[src/rtl/sbd_pkg.sv]
package sbd_pkg;
  localparam int unsigned XLEN = 32;
  typedef logic [XLEN-1:0] word_t;

  typedef enum logic [1:0] {SEL_PC = 2'd0, SEL_RS1 = 2'd1, SEL_RS2 = 2'd2, SEL_RD = 2'd3} rsel_e;
  typedef enum logic [1:0] {IMM_I = 2'd0, IMM_B = 2'd1, IMM_J = 2'd2, IMM_ZERO = 2'd3} isel_e;
  typedef enum logic [2:0] {
    ALU_ADD = 3'd0, ALU_SUB = 3'd1, ALU_AND = 3'd2, ALU_OR = 3'd3,
    ALU_XOR = 3'd4, ALU_SLT = 3'd5, ALU_SLTU = 3'd6, ALU_INC4 = 3'd7
  } aluop_e;

  function automatic word_t mem_seed(int unsigned idx);
    return word_t'(idx) * 32'h9E37_79B1 ^ 32'h0051_8A13;
  endfunction

  function automatic word_t alu_eval(aluop_e op, word_t a, word_t b);
    word_t r;
    case (op)
      ALU_ADD:  r = a + b;
      ALU_SUB:  r = a - b;
      ALU_AND:  r = a & b;
      ALU_OR:   r = a | b;
      ALU_XOR:  r = a ^ b;
      ALU_SLT:  r = word_t'($signed(a) < $signed(b));
      ALU_SLTU: r = word_t'(a < b);
      default:  r = a + word_t'(4);
    endcase
    return r;
  endfunction
endpackage

[src/rtl/sbd_regfile.sv]
module sbd_regfile
  import sbd_pkg::*;
#(
  parameter int unsigned NREG = 32
) (
  input  logic                    clk,
  input  logic                    rst_n,
  input  rsel_e                   sel,
  input  logic [$clog2(NREG)-1:0] rs1,
  input  logic [$clog2(NREG)-1:0] rs2,
  input  logic [$clog2(NREG)-1:0] rd,
  input  logic                    wr,
  input  word_t                   wdata,
  output word_t                   rdata
);
  localparam int unsigned IW = $clog2(NREG);

  word_t          gpr [NREG];
  word_t          pc_q;
  logic [IW-1:0]  idx;
  logic           pick_pc;

  always_comb begin
    pick_pc = (sel == SEL_PC);
    case (sel)
      SEL_RS1: idx = rs1;
      SEL_RS2: idx = rs2;
      SEL_RD:  idx = rd;
      default: idx = '0;
    endcase
  end

  assign rdata = pick_pc ? pc_q : ((idx == '0) ? '0 : gpr[idx]);

  always_ff @(posedge clk or negedge rst_n) begin
    if (!rst_n) begin
      pc_q <= '0;
      for (int i = 0; i < int'(NREG); i++) gpr[i] <= '0;
    end else if (wr) begin
      if (pick_pc) pc_q <= wdata;
      else if (idx != '0) gpr[idx] <= wdata;
    end
  end
endmodule

[src/rtl/sbd_immgen.sv]
module sbd_immgen
  import sbd_pkg::*;
(
  input  word_t ir,
  input  isel_e sel,
  output word_t imm
);
  always_comb begin
    case (sel)
      IMM_I:   imm = {{20{ir[31]}}, ir[31:20]};
      IMM_B:   imm = {{19{ir[31]}}, ir[31], ir[7], ir[30:25], ir[11:8], 1'b0};
      IMM_J:   imm = {{11{ir[31]}}, ir[31], ir[19:12], ir[20], ir[30:21], 1'b0};
      default: imm = '0;
    endcase
  end
endmodule

[src/rtl/sbd_mem.sv]
module sbd_mem
  import sbd_pkg::*;
#(
  parameter int unsigned DEPTH = 16,
  parameter int unsigned LAT   = 3
) (
  input  logic  clk,
  input  logic  rst_n,
  input  logic  req,
  input  logic  wr,
  input  word_t addr,
  input  word_t wdata,
  output logic  busy,
  output logic  accept,
  output word_t rdata
);
  localparam int unsigned IW = (DEPTH > 1) ? $clog2(DEPTH) : 1;
  localparam int unsigned CW = $clog2(LAT + 1);

  word_t         words [DEPTH];
  logic [CW-1:0] cnt_q;
  word_t         pend_q;

  function automatic word_t word_no(word_t a);
    return a / word_t'(4);
  endfunction

  function automatic logic in_range(word_t a);
    return word_no(a) < word_t'(DEPTH);
  endfunction

  word_t new_wn, pend_wn;
  assign new_wn  = word_no(addr);
  assign pend_wn = word_no(pend_q);
  assign busy    = (cnt_q != '0);
  assign accept  = req && !busy;

  always_ff @(posedge clk or negedge rst_n) begin
    if (!rst_n) begin
      cnt_q  <= '0;
      pend_q <= '0;
      rdata  <= '0;
      for (int i = 0; i < int'(DEPTH); i++) words[i] <= mem_seed(i);
    end else if (busy) begin
      cnt_q <= cnt_q - 1'b1;
      if (cnt_q == CW'(1))
        rdata <= in_range(pend_q) ? words[pend_wn[IW-1:0]] : '0;
    end else if (accept) begin
      cnt_q  <= CW'(LAT);
      pend_q <= addr;
      if (wr && in_range(addr)) words[new_wn[IW-1:0]] <= wdata;
    end
  end
endmodule

[src/rtl/sbd_datapath.sv]
module sbd_datapath
  import sbd_pkg::*;
#(
  parameter int unsigned MEM_DEPTH = 16,
  parameter int unsigned MEM_LAT   = 3
) (
  input  logic        clk,
  input  logic        rst_n,
  input  logic        imm_en,
  input  logic        reg_en,
  input  logic        alu_en,
  input  logic        mem_en,
  input  logic        a_ld,
  input  logic        b_ld,
  input  logic        ma_ld,
  input  logic        ir_ld,
  input  logic [1:0]  reg_sel,
  input  logic        reg_wr,
  input  logic [1:0]  imm_sel,
  input  logic [2:0]  alu_op,
  input  logic        mem_req,
  input  logic        mem_wr,
  output logic [31:0] bus_o,
  output logic [6:0]  opcode_o,
  output logic        cond_o,
  output logic        busy_o
);
  localparam int unsigned NSRC = 4;

  word_t a_q, b_q, ma_q, ir_q;
  word_t reg_rd, imm_val, alu_res, mem_rd;
  logic  mem_accept;
  logic [NSRC-1:0] drv_en;
  word_t           drv_val [NSRC];
  word_t           bus_w;

  // named source enables, one bit per bus driver
  assign drv_en     = {mem_en, alu_en, reg_en, imm_en};
  assign drv_val[0] = imm_val;
  assign drv_val[1] = reg_rd;
  assign drv_val[2] = alu_res;
  assign drv_val[3] = mem_rd;

  // AND-OR one-hot bus: reads zero with no driver
  always_comb begin
    bus_w = '0;
    for (int s = 0; s < int'(NSRC); s++)
      bus_w = bus_w | ({XLEN{drv_en[s]}} & drv_val[s]);
  end
  assign bus_o = bus_w;

  sbd_regfile #(.NREG(32)) u_rf (
    .clk(clk), .rst_n(rst_n), .sel(rsel_e'(reg_sel)),
    .rs1(ir_q[19:15]), .rs2(ir_q[24:20]), .rd(ir_q[11:7]),
    .wr(reg_wr), .wdata(bus_w), .rdata(reg_rd)
  );

  sbd_immgen u_imm (.ir(ir_q), .sel(isel_e'(imm_sel)), .imm(imm_val));

  assign alu_res = alu_eval(aluop_e'(alu_op), a_q, b_q);
  assign cond_o  = (alu_res == '0);

  sbd_mem #(.DEPTH(MEM_DEPTH), .LAT(MEM_LAT)) u_mem (
    .clk(clk), .rst_n(rst_n), .req(mem_req), .wr(mem_wr),
    .addr(ma_q), .wdata(bus_w), .busy(busy_o), .accept(mem_accept), .rdata(mem_rd)
  );

  always_ff @(posedge clk or negedge rst_n) begin
    if (!rst_n) begin
      a_q <= '0; b_q <= '0; ma_q <= '0; ir_q <= '0;
    end else begin
      if (a_ld)  a_q  <= bus_w;
      if (b_ld)  b_q  <= bus_w;
      if (ma_ld) ma_q <= bus_w;
      if (ir_ld) ir_q <= bus_w;
    end
  end

  assign opcode_o = ir_q[6:0];
endmodule


[config.mk]
export PLATFORM = sky130hd
export DESIGN_NAME = sbd_datapath
export DESIGN_NICKNAME = d
export VERILOG_FILES = /design/src/rtl/sbd_pkg.sv /design/src/rtl/sbd_regfile.sv /design/src/rtl/sbd_immgen.sv /design/src/rtl/sbd_mem.sv /design/src/rtl/sbd_datapath.sv
export SDC_FILE = /design/constraint.sdc
export NUM_CORES = 2
export LEC_CHECK = 0
export BUFFER_PORTS_ARGS = -buffer_cell sky130_fd_sc_hd__buf_2
export CORE_MARGIN = 8
export CORE_UTILIZATION = 40
export DETAILED_ROUTE_END_ITERATION = 10
export MAX_ROUTING_LAYER = met4
export SLEW_MARGIN = 20
export SYNTH_ARGS = -nofsm -noshare
export SYNTH_HDL_FRONTEND = slang
export SYNTH_SLANG_ARGS = --single-unit
[constraint.sdc]
create_clock -name clk -period 4.9 [get_ports clk]
set_clock_uncertainty 0.1 [all_clocks]
set_input_delay 0.49 -clock clk [delete_from_list [all_inputs] [get_ports clk]]
set_output_delay 0.49 -clock clk [all_outputs]
set_load 0.01 [all_outputs]
==> impl_metrics.yaml <==
yosys:
  synthCells: 9324
  synth_warnings: 0
  synthTopCellsByArea: "dfrtp_1 (45%), nand2_1 (9.6%), dfstp_2 (8.1%)"
  synth-seq-cells: 1754
  synth_most_common_cell: "nand2_1"
  synth.largest_area_cell: "dfrtp_1"
  syn_area_um2: 84100
  mappedNetlistNets: 9462
  avgSynthCellArea_um2: 9.01
  synthDominantCellAreaShare_pct: 44.5
  yosys.cell_types.count: 104
  synth-edff-count: 0
  ys_async_sr_fraction_pct: 100
  synth_commonest_cells: "nand2_1 (2149), dfrtp_1 (1496), o21ai_0 (1063)"
  ys.flop_type: "dfrtp_1"
  yosysSeqAreaShare_pct: 52.6
placement:
  port_buffers: 60
  hpwl_mm: 196
  pre_cts_ws_ns: -0.408
  gp_congestion: 0.965
global_route:
  antenna_found_initial: 17
  grt_pass1_wl_mm: 448
  grt_max_degree: 170
  grt_pass1_vias: 67426
  grt_use_total_pct: 26.8
  overflow: 0
pwr:
  total_power_w: 0.0686
  leakagePower_nw: 42.6
  powerDensity_nw_per_um2: 693
  ir_drop_uv: 377
timing:
  max_freq_mhz: 180
  layout_min_cycle_time_ns: 5.54
  tightest_slew_ns: 1.13
  finalSetupViolCount: 9
  final_max_slew_viol_count: 0
  hold_viol_final: 0
  setup_ws_ns: -0.642
  rsz0062_at_grt: "yes"
  fin_crit_sh_pct: 113
  holdWs_ns: 0.0961
  slew_headroom_pct: 24.1
die:
  die_h_um: 474
  start_util_pct: 40.2
  die_w_um: 474
  io_pins: 61
  coreArea_um2: 209000
  dieArea_um2: 225000
  rows: 168
critical_path:
  path_class: "reg2out"
  cpMostUsedCell: "buf_4"
  path_delay_family: "simple AND/OR/NAND/NOR gates"
  cp_cell_sequence: "inv_2, ha_4, fa_2, buf_6, or2_1, a211o_1, a211oi_2, a21oi_2, o211ai_1, a311o_1, o2111ai_1, or4_4, nor4_4, nand4b_1, nor3_4, buf_4, buf_4"
  critPathArrivalTime_ns: 4.95
  worst_ep_required_time_ns: 4.31
  endpoint_kind: "output port"
  worstSetupStartpointType: "register"
  cpMaxStageDelayCell: "or4_4"
  crit_buf_inv: 4
  cpPeakStageDelay_ns: 0.54
  worstPathMaxFanout: 2
hold_path:
  hold_path_class: "in2reg"
cells_and_area:
  regArea_um2: 44200
  final_nets: 9553
  drive_gt1_share_pct: 19.1
  multi_input_area_um2: 37300
  fillers: 19607
  area_delta_synth_final_pct: 17.8
cts:
  h-tree-depth: 4
  cts_tree: "done"
  path_clk_slew_ns: 0.07
  clk_path_buf_depth: 3
  clock-root-buffer: "clkbuf_16"
  clock-sinks: 1754
  cts_buffers: 188
  clk_latency_ns: 0.87
routing:
  ant_nets: 0
  drt_pass1_iterations: 9
  wl_mm: 300
  drc: 0
  first_iter_violations: 7798
  wl_per_cell_um: 24.3
  vias: 70429
  routed_via_density: 5.68
outcome:
  violations: "setup timing"
  status: "finished, violations left"
job:
  cap_violations: 0
## metal layers
layer | wire, um | vias up | global-route usage (%)
li1 | - | 32075 | -
met1 | 129000 | 35013 | 36.8
met2 | 135000 | 2738 | 40.2
met3 | 22900 | 603 | 4.20
met4 | 13300 | 0 | 10.2
met5 | 0 | - | -
## cells by family (layout without fill, tap and decap cells)
group | Yosys count | in the layout | share of synthesized area (%)
buffers and inverters | 1037 | 1286 | 5.36
muxes | 214 | 214 | 4.98
adders and majority gates | 118 | 118 | 1.77
xor gates and xnor gates | 38 | 38 | 0.396
other | 0 | 11 | 0
DFF | 1754 | 1754 | 52.6
and+or+nand+nor | 3711 | 3711 | 18.2
AOI/OAI and AO/OA | 2452 | 2453 | 16.7
## flip-flops by register name, summed over array words and instances, names as in the netlist
register / count
u_rf.gpr: 1020
u_mem.words: 512
a_q: 32
b_q: 32
ir_q: 32
u_mem.rdata: 32
u_rf.pc_q: 32
ma_q: 30
u_mem.pend_q: 30
u_mem.cnt_q: 2
## metrics by stage
stage	cell area (um^2)	util (%)	cells	setup TNS (ns)
5_1_grt	99100	47.4	12389	-4.35
6_report	99100	47.4	12390	-2.54
3_3_place_gp	90000	43.0	11928	-10.68
4_1_cts	97900	46.8	12345	-3.06
3_5_place_dp	90000	43.0	11928	-3.60
2_1_floorplan	84100	-	9324	0
## cells in the final DEF (no fill, tap or decap), types with 21 or more instances in the layout
cell       Yosys  layout
buf_4         51     535
dfrtp_1     1496    1488
a31oi_1       82      74
a311oi_2       0      21
inv_1        200     170
buf_12         0      85
clkbuf_8       0      46
mux4_2       159     159
nand2_1     2149    2114
nor3_1        45      34
dfstp_2      258     258
o21ai_1       41      53
nand2_2        0      32
o21ai_0     1063    1042
buf_2        160      45
nor4_1        48      36
a311oi_1     124     103
clkbuf_16      0     196
xnor2_1       36      36
o22ai_1       58      54
mux2_2        40      37
nand3_1      406     401
ha_1         116      86
clkinv_2       0      33
and3_1       107     106
clkbuf_1     537      49
ha_4           0      22
a21oi_1      821     791
buf_6         29      51
inv_2          1      27
nor2_1       825     812
## path summary, 6_finish.rpt
check                          startpoint                to  slack [ns]  cells after the start
max                                a_q[0]            cond_o       -0.64                     17
min                                 ir_ld           ir_q[3]         0.1                      2
max reg2reg                        b_q[0]     u_rf.gpr[190]        0.13                     20
min reg2reg                u_rf.gpr[1007]    u_rf.gpr[1007]        0.28                      0
max in group asynchronous           rst_n  u_mem.words[269]        2.99                      3
min in group asynchronous           rst_n     u_rf.gpr[949]        0.12                      2
## power by group
group          leakage (nW)  internal [W]  total, W  switching, W
logic                  17.8        0.0119    0.0323        0.0204
registers              21.7        0.0190    0.0219       0.00290
clock network          3.09       0.00832    0.0145       0.00615
total                  42.6        0.0391    0.0686        0.0295
## area by class of cell
| type | count | area share, % |
|---|---|---|
| flip-flops and latches | 1754 | 44.7 |
| multi-input cells | 6534 | 37.6 |
| repair buffers | 735 | 7.03 |
| clock buffers | 284 | 5.60 |
| well taps | 2805 | 3.54 |
| inverters | 202 | 0.776 |
| clock inverters | 65 | 0.724 |
| diodes | 11 | 0.0278 |
## timing repair
action                     4_1_cts  5_1_grt
hold endpoints to repair       150        0
pin swaps                       69       67
hold buffers                     2        0
setup endpoints to repair       33       27
resized for setup              223      163
gates cloned                     2        7
setup buffers                   68       32
Note: power is estimated with default switching activity, not from simulation.
